$ cat src/rtl/eg_pkg.sv
// Shared types and the effective-rate function for the envelope generator.
// Assumes a 10-bit attenuation in which all ones means silent.
package eg_pkg;
    localparam int ATT_W = 10;
    localparam logic [ATT_W-1:0] ATT_MAX = '1;

    typedef enum logic [1:0] {
        PH_ATTACK  = 2'd0,
        PH_DECAY   = 2'd1,
        PH_SUSTAIN = 2'd2,
        PH_RELEASE = 2'd3
    } eg_phase_e;

    typedef struct packed {
        logic [4:0] ar;
        logic [4:0] dr;
        logic [4:0] sr;
        logic [3:0] rr;
        logic [3:0] sl;
        logic [1:0] ks;
        logic [4:0] kc;
    } eg_cfg_t;

    // Key-scaled effective rate: 0 stays 0, else 2R plus scaled keycode, capped at 63.
    function automatic logic [5:0] eg_eff_rate(input logic [4:0] r,
                                               input logic [4:0] kc,
                                               input logic [1:0] ks);
        logic [6:0] sum;
        if (r == 5'd0) return 6'd0;
        sum = 7'({r, 1'b0}) + 7'(kc >> (2'd3 - ks));
        return (sum > 7'd63) ? 6'd63 : sum[5:0];
    endfunction
endpackage

$ cat src/rtl/eg_seq.sv
// Slot sequencer: raises visit once every SLOT_DIV clocks, walks the operator
// index through 0..NUM_OPS-1 and bumps the envelope counter after the last one.
// Assumes SLOT_DIV >= 2.
module eg_seq #(
    parameter int NUM_OPS  = 24,
    parameter int SLOT_DIV = 3,
    parameter int CNT_W    = 16,
    localparam int OP_W    = $clog2(NUM_OPS)
) (
    input  logic             clk,
    input  logic             rst_n,
    output logic             visit,
    output logic [OP_W-1:0]  op_idx,
    output logic [CNT_W-1:0] env_cnt
);
    localparam int DIV_W = (SLOT_DIV > 1) ? $clog2(SLOT_DIV) : 1;

    logic [DIV_W-1:0] div_q;

    assign visit = (div_q == '0);

    // Advance the slot divider, operator index and envelope counter.
    always_ff @(posedge clk) begin
        if (!rst_n) begin
            div_q   <= '0;
            op_idx  <= '0;
            env_cnt <= '0;
        end else begin
            div_q <= (div_q == DIV_W'(SLOT_DIV - 1)) ? '0 : div_q + 1'b1;
            if (visit) begin
                if (op_idx == OP_W'(NUM_OPS - 1)) begin
                    op_idx  <= '0;
                    env_cnt <= env_cnt + 1'b1;
                end else begin
                    op_idx <= op_idx + 1'b1;
                end
            end
        end
    end
endmodule

$ cat src/rtl/eg_inc_gen.sv
// Update gate and increment lookup for one effective rate: derives the counter
// shift, decides whether this visit updates, and picks the 8-step increment.
// Purely combinational.
module eg_inc_gen #(
    parameter int CNT_W = 16
) (
    input  logic [5:0]       eff,
    input  logic [CNT_W-1:0] cnt,
    output logic             go,
    output logic [3:0]       inc
);
    // Row r occupies bits [8r+7:8r]; bit s is the value at step s.
    localparam logic [31:0] LOW_ROWS = {8'hFE, 8'hEE, 8'hBA, 8'hAA};
    localparam logic [31:0] TOP_XTRA = {8'hEE, 8'hAA, 8'h88, 8'h00};

    logic [3:0]       shift;
    logic [CNT_W-1:0] mask;
    logic [2:0]       step;
    logic [1:0]       row;

    // Gate: update only when the low shift bits of the counter are zero.
    always_comb begin
        shift = (eff < 6'd48) ? 4'((6'd47 - eff) >> 2) : 4'd0;
        mask  = (CNT_W'(1) << shift) - CNT_W'(1);
        go    = ((cnt & mask) == '0);
        step  = 3'(cnt >> shift);
    end

    // Increment: flat ends, low-rate 0/1 patterns, top-end 1/2 patterns shifted.
    always_comb begin
        row = eff[1:0];
        if (eff < 6'd2) begin
            inc = 4'd0;
        end else if (eff >= 6'd60) begin
            inc = 4'd8;
        end else if (eff < 6'd8) begin
            inc = {3'b0, LOW_ROWS[{(eff[2:1] == 2'b11) ? 2'd2 : 2'd0, step}]};
        end else if (eff < 6'd48) begin
            inc = {3'b0, LOW_ROWS[{row, step}]};
        end else begin
            inc = (4'd1 + {3'b0, TOP_XTRA[{row, step}]}) << 2'((eff - 6'd48) >> 2);
        end
    end
endmodule

$ cat src/rtl/eg_step.sv
// Next-state logic for the visited operator: handles the decay-to-sustain
// handover, selects the rate for the phase, and applies the attack or additive step.
// Purely combinational.
module eg_step
    import eg_pkg::*;
#(
    parameter int CNT_W = 16
) (
    input  eg_phase_e        phase_i,
    input  logic [ATT_W-1:0] att_i,
    input  eg_cfg_t          cfg,
    input  logic [CNT_W-1:0] cnt,
    output eg_phase_e        phase_o,
    output logic [ATT_W-1:0] att_o
);
    eg_phase_e        ph0;
    logic [ATT_W-1:0] sl_full;
    logic [4:0]       r_prog;
    logic [5:0]       eff;
    logic             go;
    logic [3:0]       inc;
    logic [14:0]      prod;
    logic [10:0]      dec;
    logic [ATT_W:0]   sum;

    // Phase handover and rate choice.
    always_comb begin
        sl_full = (cfg.sl == 4'hF) ? ATT_MAX : {1'b0, cfg.sl, 5'b0};
        ph0 = (phase_i == PH_DECAY && att_i >= sl_full) ? PH_SUSTAIN : phase_i;
        case (ph0)
            PH_ATTACK:  r_prog = cfg.ar;
            PH_DECAY:   r_prog = cfg.dr;
            PH_SUSTAIN: r_prog = cfg.sr;
            default:    r_prog = {cfg.rr, 1'b1};
        endcase
        eff = eg_eff_rate(r_prog, cfg.kc, cfg.ks);
    end

    eg_inc_gen #(.CNT_W(CNT_W)) u_inc (
        .eff (eff),
        .cnt (cnt),
        .go  (go),
        .inc (inc)
    );

    // Apply the step: exponential drop in attack, saturating climb otherwise.
    always_comb begin
        prod    = (15'(att_i) + 15'd1) * 15'(inc);
        dec     = 11'((prod + 15'd15) >> 4);
        sum     = {1'b0, att_i} + (ATT_W+1)'(inc);
        phase_o = ph0;
        att_o   = att_i;
        if (go) begin
            if (ph0 == PH_ATTACK) begin
                if (dec >= 11'(att_i)) begin
                    att_o   = '0;
                    phase_o = PH_DECAY;
                end else begin
                    att_o = att_i - ATT_W'(dec);
                end
            end else begin
                att_o = (sum > (ATT_W+1)'(ATT_MAX)) ? ATT_MAX : sum[ATT_W-1:0];
            end
        end
    end
endmodule

$ cat src/rtl/eg_core.sv
// Time-multiplexed envelope generator top. It holds per-operator state and
// configuration in flip-flops, updates one operator per visit slot, and applies
// key events and configuration writes. A key event overrides a same-cycle visit
// to the same operator. Assumes indices on the write ports are < NUM_OPS.
module eg_core
    import eg_pkg::*;
#(
    parameter int NUM_OPS  = 24,
    parameter int SLOT_DIV = 3,
    parameter int CNT_W    = 16,
    localparam int OP_W    = $clog2(NUM_OPS)
) (
    input  logic             clk,
    input  logic             rst_n,
    input  logic             cfg_we,
    input  logic [OP_W-1:0]  cfg_op,
    input  logic [4:0]       cfg_ar,
    input  logic [4:0]       cfg_dr,
    input  logic [4:0]       cfg_sr,
    input  logic [3:0]       cfg_rr,
    input  logic [3:0]       cfg_sl,
    input  logic [1:0]       cfg_ks,
    input  logic [4:0]       cfg_kc,
    input  logic             key_we,
    input  logic [OP_W-1:0]  key_op,
    input  logic             key_on,
    input  logic [OP_W-1:0]  rd_op,
    output logic [ATT_W-1:0] rd_att,
    output logic [1:0]       rd_phase
);
    logic                          visit;
    logic [OP_W-1:0]               op_idx;
    logic [CNT_W-1:0]              env_cnt;
    logic [NUM_OPS-1:0][ATT_W-1:0] att_q;
    logic [NUM_OPS-1:0][1:0]       ph_q;
    eg_cfg_t                       cfg_q [NUM_OPS];
    eg_cfg_t                       cfg_in;
    eg_phase_e                     nx_ph;
    logic [ATT_W-1:0]              nx_att;
    logic                          key_hit;
    logic                          cfg_hit;
    logic                          key_fast;

    eg_seq #(.NUM_OPS(NUM_OPS), .SLOT_DIV(SLOT_DIV), .CNT_W(CNT_W)) u_seq (
        .clk     (clk),
        .rst_n   (rst_n),
        .visit   (visit),
        .op_idx  (op_idx),
        .env_cnt (env_cnt)
    );

    eg_step #(.CNT_W(CNT_W)) u_step (
        .phase_i (eg_phase_e'(ph_q[op_idx])),
        .att_i   (att_q[op_idx]),
        .cfg     (cfg_q[op_idx]),
        .cnt     (env_cnt),
        .phase_o (nx_ph),
        .att_o   (nx_att)
    );

    // Decode write strobes and the key-on attack-skip condition.
    always_comb begin
        cfg_in   = '{ar: cfg_ar, dr: cfg_dr, sr: cfg_sr, rr: cfg_rr,
                     sl: cfg_sl, ks: cfg_ks, kc: cfg_kc};
        key_hit  = key_we && (int'(key_op) < NUM_OPS);
        cfg_hit  = cfg_we && (int'(cfg_op) < NUM_OPS);
        key_fast = eg_eff_rate(cfg_q[key_op].ar, cfg_q[key_op].kc,
                               cfg_q[key_op].ks) >= 6'd62;
    end

    // State write-back: visit first, key event last so that it wins.
    always_ff @(posedge clk) begin
        if (!rst_n) begin
            for (int i = 0; i < NUM_OPS; i++) begin
                att_q[i] <= ATT_MAX;
                ph_q[i]  <= PH_RELEASE;
                cfg_q[i] <= '0;
            end
        end else begin
            if (visit) begin
                att_q[op_idx] <= nx_att;
                ph_q[op_idx]  <= nx_ph;
            end
            if (key_hit) begin
                if (key_on && key_fast) begin
                    att_q[key_op] <= '0;
                    ph_q[key_op]  <= PH_DECAY;
                end else begin
                    att_q[key_op] <= att_q[key_op];
                    ph_q[key_op]  <= key_on ? PH_ATTACK : PH_RELEASE;
                end
            end
            if (cfg_hit) cfg_q[cfg_op] <= cfg_in;
        end
    end

    // Readback port.
    always_comb begin
        rd_att   = (int'(rd_op) < NUM_OPS) ? att_q[rd_op] : '0;
        rd_phase = (int'(rd_op) < NUM_OPS) ? ph_q[rd_op]  : 2'd0;
    end
endmodule

$ cat config.mk
export PLATFORM = sky130hd
export DESIGN_NAME = eg_core
export DESIGN_NICKNAME = d
export VERILOG_FILES = /design/src/rtl/eg_pkg.sv /design/src/rtl/eg_seq.sv /design/src/rtl/eg_inc_gen.sv /design/src/rtl/eg_step.sv /design/src/rtl/eg_core.sv
export SDC_FILE = /design/constraint.sdc
export NUM_CORES = 2
export LEC_CHECK = 0
export ABC_CLOCK_PERIOD_IN_PS = 17500
export BUFFER_PORTS_ARGS = -buffer_cell sky130_fd_sc_hd__buf_2
export CORE_MARGIN = 2
export CORE_UTILIZATION = 32
export DETAILED_ROUTE_END_ITERATION = 16
export GPL_TIMING_DRIVEN = 0
export SYNTH_ARGS = -nofsm -noshare
export SYNTH_HDL_FRONTEND = slang
export SYNTH_SLANG_ARGS = --single-unit
$ cat constraint.sdc
create_clock -name clk -period 17.5 [get_ports clk]
set_clock_uncertainty 0.15 [all_clocks]
set_input_delay 0 -clock clk [delete_from_list [all_inputs] [get_ports clk]]
set_output_delay 0 -clock clk [all_outputs]
set_load 0.03 [all_outputs]
# Word level (Yosys, flattened, before mapping)
# Memory sizes are Yosys's and may differ from the RTL's. A register that Yosys moved wholly into a read port is not among the register bits.
# Cells that the tools add are included.
[classes]
mul = 1
eq_ne = 7
bitwise = 7
div = 0
n_addsub = 15
reduce_logical = 14
n_lt_le_gt_ge = 20
muxes = 70
shifts = 5
[op_table]
columns = ["operator", "count"]
rows = [
  ["two-way mux 240 bit", 4],
  ["bitwise mux 240 bit", 2],
  ["bitwise AND 240 bit", 1],
  ["inverter 240 bit", 1],
  ["two-way mux 48 bit", 4],
  ["binary-select mux 10 bit (select 5 bit)", 3],
  ["two-way mux 10 bit", 11],
  ["demux 10 bit (select 5 bit)", 2],
  ["bitwise mux 48 bit", 2],
  ["two-way mux 6 bit", 6],
  ["< comparator 5 x 6 -> 1 bit (second input constant)", 5],
  ["two-way mux 30 bit", 1],
  ["OR reduction 30 bit", 1],
  ["bitwise AND 24 bit", 1],
  ["inverter 24 bit", 1],
  ["bitwise OR 24 bit", 1],
  ["two-way mux 2 bit", 11],
  ["binary-select mux 2 bit (select 5 bit)", 2],
  ["demux 2 bit (select 5 bit)", 2],
  ["two-way mux 4 bit", 5],
  ["two-way mux 5 bit", 4],
  ["adder 16 x 1 -> 16 bit (second input constant)", 1],
  ["bitwise AND 16 bit", 1],
  ["logical NOT 16 bit", 1],
  ["39 further kinds", 66],
]
[totals]
latchBits = 0
wordCells = 194
regBits = 311
mem_bits_ro = 96
n_memories = 4
ram_bits = 720
[memory_table]
columns = ["name", "depth", "width", "rd", "rd_clocked_by_memory_dff", "write_ports", "line_no", "text"]
rows = [
  ["cfg_q", 24, 30, 2, 1, 24, "eg_core.sv:36", "eg_cfg_t cfg_q [NUM_OPS];"],
  ["(no name shown)", 32, 1, 1, 0, 0, "eg_inc_gen.sv:41", "inc = (4'd1 + {3'b0, TOP_XTRA[{row, step}]}) << 2'((eff - 6'd48) >> 2);"],
  ["(no name shown)", 32, 1, 1, 0, 0, "eg_inc_gen.sv:39", "inc = {3'b0, LOW_ROWS[{row, step}]};"],
  ["(no name shown)", 32, 1, 1, 0, 0, "eg_inc_gen.sv:37", "inc = {3'b0, LOW_ROWS[{(eff[2:1] == 2'b11) ? 2'd2 : 2'd0, step}]};"],
]

# Depth between registers and ports, before layout
[depth]
depth_word = 34
ltp_mapped = 70
mapped_depth_nobuf = 59

# By module
# Synthesis repeated with hierarchy kept, for this count alone.
[hier_totals]
hier_cells = 5085
hier_area_um2 = 69175.1
[by_module_without_submodules]
columns = ["mod", "seq_area_each_um2", "area_each_um2", "cells_each", "n_inst"]
rows = [
  ["eg_core", 34593.2, 63891.3, 4388, 1],
  ["eg_step", 0.0, 3445.8, 463, 1],
  ["eg_seq", 460.4, 1129.8, 124, 1],
  ["eg_inc_gen", 0.0, 708.2, 110, 1],
]

# Least setup slack after synthesis
# OpenSTA, ideal clock, no wires.
[synth_timing]
path_type = "flip-flop to flip-flop"
from = "reg with a tool-made name"
to = "reg att_q[233] in the netlist's numbering"
t_arrival_ns = 13.864
required_time_ns = 17.267
period_less_slack_ns = 14.096
setup_slack_ns = 3.404
setup_time_ns = 0.083
path_stages_with_launch = 63
cell_sequence = "dfxtp_1 -> buf_6 -> buf_2 -> buf_4 -> buf_6 -> buf_2 -> buf_2 -> buf_2 -> buf_2 -> buf_1 -> mux4_2 -> mux4_2 -> mux2i_1 -> or4_1 -> inv_1 -> ha_1 -> nand2b_1 -> a211oi_1 -> [... 27 more ...] -> and2_1 -> o21ai_0 -> o21ai_0 -> or2_2 -> a21oi_1 -> xnor2_1 -> ha_1 -> a21o_1 -> a211oi_1 -> o21ai_0 -> o211ai_1 -> nand3b_1 -> o31ai_1 -> nand2_1 -> nor3_2 -> buf_2 -> nor3_1 -> o221ai_1"
[synth_rtl]
columns = ["item", "line_no", "text"]
rows = [
  ["end signal: indexed assignment", "eg_core.sv:81", "att_q[op_idx] <= nx_att;"],
  ["end signal: indexed assignment", "eg_core.sv:89", "att_q[key_op] <= att_q[key_op];"],
  ["end: declaration", "eg_core.sv:34", "logic [NUM_OPS-1:0][ATT_W-1:0] att_q;"],
]

# Final worst setup path
[layout_timing]
from = "reg u_seq.op_idx[1]"
to = "reg att_q[87] in the netlist's numbering"
[layout_between]
elab_chain_cells = 34
[layout_lines]
columns = ["item", "line_no", "text"]
rows = [
  ["start: declaration", "eg_seq.sv:13", "output logic [OP_W-1:0] op_idx,"],
  ["start signal: assignment", "eg_seq.sv:35", "op_idx <= op_idx + 1'b1;"],
  ["binary-select mux 10 bit (select 5 bit) / binary-select mux 2 bit (select 5 bit) (equally long branches)", "eg_core.sv:54, eg_core.sv:53", ""],
  ["two-way mux 10 bit (implied by the code) / two-way mux 2 bit (equally long branches)", "eg_core.sv:54, eg_core.sv:53", ""],
  ["greater-or-equal comparator 10 bit / == test 2 x 1 -> 1 bit (equally long branches)", "eg_step.sv:29", "ph0 = (phase_i == PH_DECAY && att_i >= sl_full) ? PH_SUSTAIN : phase_i;"],
  ["logical AND 1 bit", "eg_step.sv:29", ""],
  ["two-way mux 2 bit", "eg_step.sv:29", ""],
  ["== test 2 bit (tied with other cells)", "eg_step.sv:30", "case (ph0)"],
  ["case mux 5 bit (3 select lines)", "eg_step.sv:30", ""],
  ["adder 6 x 7 -> 7 bit", "eg_pkg.sv:30", "sum = 7'({r, 1'b0}) + 7'(kc >> (2'd3 - ks));"],
  ["[... 18 more ...]", "-", ""],
  ["two-way mux 10 bit", "eg_step.sv:54", "if (ph0 == PH_ATTACK) begin"],
  ["two-way mux 10 bit", "eg_step.sv:53", "if (go) begin"],
  ["bitwise mux 240 bit *", "eg_core.sv:81", ""],
  ["two-way mux 240 bit *", "eg_core.sv:80", "if (visit) begin"],
  ["two-way mux 240 bit *", "eg_core.sv:73", "if (!rst_n) begin"],
  ["bitwise mux 240 bit / bitwise AND 240 bit (equally long branches)", "-", ""],
  ["two-way mux 240 bit", "eg_core.sv:85", "if (key_on && key_fast) begin"],
  ["two-way mux 240 bit *", "eg_core.sv:84", "if (key_hit) begin"],
]
# Every way passes the cells marked *; elsewhere a longest branch is shown, timed or not. The select of a mux whose other input is x is not followed.
# A chain may end at the register's enable or synchronous reset.

==> run metrics <==
post-synth top area share=41.7%; post-synthesis async set-or-reset flop share=0%; final net count=6150; fin crit share=97.2%; failing checks=capacitance limit, slew limit; clk slew on worst S/H paths=0.07 ns; overall power=12.9 mW; Pins Over Slew Limit=12; Unique masters post-synth=84; Worst Path Required=17.98 ns; Slowest-stage cell, CP=o311ai_0; Crit path max-delay family=compound AO/OA/AOI/OAI gates; post-synthesis register bit count=1275; die area=0.220 mm2; Seq. cell area=0.0351 mm2; most frequent cells in the layout=edfxtp_1 (960), and2_1 (749), mux4_2 (521); IO buf count=55; synth top area cells=edfxtp_1 (42%), mux4_2 (17%), dfxtp_1 (9.1%); cell row count=170; first-pass GRT wire length=408000 um; GPL Wtd Cong=1.02; Synth Cell Area=0.0692 mm2; met1 usage=32.0%; Clock Latency Late Sink=0.84 ns; area of the core=0.215 mm2; Num CTS Buffers=142; Slew @ Worst Pin=1.59 ns; pwr/cell area=159 mW/mm2; Initial Utilization=32.2%; GR met2 Demand/Resource=41.8%; Post-Place Cells=8621; Main synth FF type=edfxtp_1; Final Hold Viols=0; TritonCTS clock tree=yes; Ports=62; initial drt markers=7956; DRC=0; Critical Path End Type=flip-flop; DP HPWL=218000 um; setup TNS=0 ns; final instance area=0.0811 mm2; chip height=469 um; Max Root-Sink Buffers=3; CP most frequent cell=ha_1; maximum fanout along the worst path=19; antenna violations before repair=25; max incr delay on CP=0.58 ns; commonest non-fill, non-tap cell in the layout=edfxtp_1; sequential-to-total area share from yosys stat=50.8%; Detail Route Antenna Nets=0; Final setup viols=0; H-tree levels=4; # clock sinks=1275; max-cap check violation count=3; routed vias=54800; GRT Util Overall=26.4%; largest net degree at the start of global routing=29; HP Class=in -> reg; via count of the first global-routing pass=52900; Data arrival, critical path=17.50 ns; startpoint class of the critical path=flip-flop; crit path kind=reg -> reg; Finished Layout Cells=8954; CTS Root Cell=clkbuf_16; # fillers=20600; outcome=complete, but fails checks; utilization after layout=37.8%; Rel. slew slack=-6.29%; Post-synth EDFFs=960; Synth Instances=5436; gr busiest metal=met2; Avg WL per Cell=33.0 um; vias per std cell=6.11; min Tclk post-route=17.02 ns; Multi-input gate area=0.0328 mm2; Critical path buffers and inverters=12; met3 usage=5.98%; Avg Cell Area, Syn=12.7 um2; Routed WL=296000 um; synth-to-layout area growth=17.3%; largest area contributor in the netlist=edfxtp_1; Max Freq=58.8 MHz; Congestion Overflow GR=0; placed cell area=0.0755 mm2; share of cells above drive strength 1=17.2%; Leakage Power=27.1 nW; Die Wd=469 um; drt first pass iters=12; Ys Warns=0; Max VDD drop=318 uV
## per-stage QoR
stage	worst slack, ns	hold WS, ns
after floorplan	3.40	-0.0511
after global placement	-4.92	0.199
after detailed placement	-4.26	0.210
after CTS	0.0103	0.00553
after global routing	-0.0152	0.0165
final	0.482	0.0200
## worst reg2reg max path, delay by kind of cell (launching register included)
kind                       cells  cell delay, ns
muxes                          1            0.40
AOI/OAI and AO/OA             24            6.07
and+or+nand+nor               17            3.05
DFF                            1            0.55
xor gates and xnor gates       1            0.20
buffers and inverters         12            4.18
adders and majority gates      7            2.29
## worst paths after layout
kind                                      start        endpoint  slack, ns  depth (start not counted)
worst max-delay path            u_seq.op_idx[1]       att_q[87]       0.48                         62
worst max register to register  u_seq.op_idx[1]       att_q[87]       0.48                         62
worst min-delay path                  cfg_ar[2]   cfg_q[23][27]       0.02                          3
worst min register to register   u_seq.div_q[0]  u_seq.div_q[0]       0.27                          1
## sequential cells by signal, summed over array words and instances (netlist names), named ones only
register	flops
u_seq.env_cnt	15
u_seq.div_q	2
cfg_q	960
att_q	240
u_seq.op_idx	5
ph_q	48
## routing by layer
| layer | vias to the layer above | wire length [um] |
|---|---|---|
| li1 | 22000 | - |
| met1 | 28000 | 106000 |
| met2 | 3710 | 136000 |
| met3 | 984 | 29900 |
| met4 | 11 | 23400 |
| met5 | - | 99 |
## power breakdown
part           internal (mW)  switching [mW]  total [mW]
logic                   2.23            4.18        6.41
registers               3.42          0.0827        3.50
clock network           1.66            1.35        3.02
total                   7.31            5.62        12.9
## synth_stat cells (all sizes together) (7+ instances only)
| cell | count |
|---|---|
| edfxtp | 960 |
| and2 | 750 |
| mux4 | 521 |
| clkbuf | 408 |
| dfxtp | 315 |
| nand2 | 248 |
| o21ai | 216 |
| nor2 | 191 |
| a21oi | 163 |
| nor3 | 151 |
| buf | 142 |
| mux2i | 141 |
| o221ai | 122 |
| and3 | 115 |
| o311ai | 96 |
| a22oi | 95 |
| nand3 | 86 |
| inv | 83 |
| ha | 80 |
| a31oi | 71 |
| o211ai | 63 |
| o22ai | 51 |
| xnor2 | 35 |
| a41oi | 26 |
| nand4b | 26 |
| fa | 23 |
| nor2b | 23 |
| nand4 | 21 |
| nand2b | 20 |
| mux2 | 18 |
| a211oi | 17 |
| a21o | 14 |
| or3 | 13 |
| or2 | 10 |
| nor3b | 9 |
| o2111ai | 9 |
| o31ai | 9 |
| a2111oi | 8 |
| a21boi | 7 |
| a22o | 7 |
| nand3b | 7 |
| xor2 | 7 |
## area by class of cell
type	instances	share of cell area, %
diodes	14	0.0432
plain buffers	537	2.85
clock buffers	190	4.73
clock inverters	59	0.897
inverters	83	0.384
multi-input cells	3767	40.5
flip-flops and latches	1275	43.3
well taps	2838	4.38
repair buffers	191	2.97
## timing repair
item                       4_1_cts  5_1_grt
setup buffers                    3        4
hold buffers                    76        0
pin swaps                        2        4
hold endpoints to repair       982        0
gates resized for setup         73       41
setup endpoints to repair      264      264
## cell families (layout without fill, tap and decap cells)
family                     Yosys count  after routing  synth area share, %
AOI/OAI and AO/OA                 1013           1013                 10.1
xor gates and xnor gates            42             42                0.532
adders and majority gates          103            103                 2.11
buffers and inverters              633           1060                 3.70
DFF                               1275           1275                 50.8
muxes                              680            680                 19.3
other                                1            254              0.00542
and+or+nand+nor                   1689           1689                 13.5
Note: power is estimated with default switching activity, not from simulation.
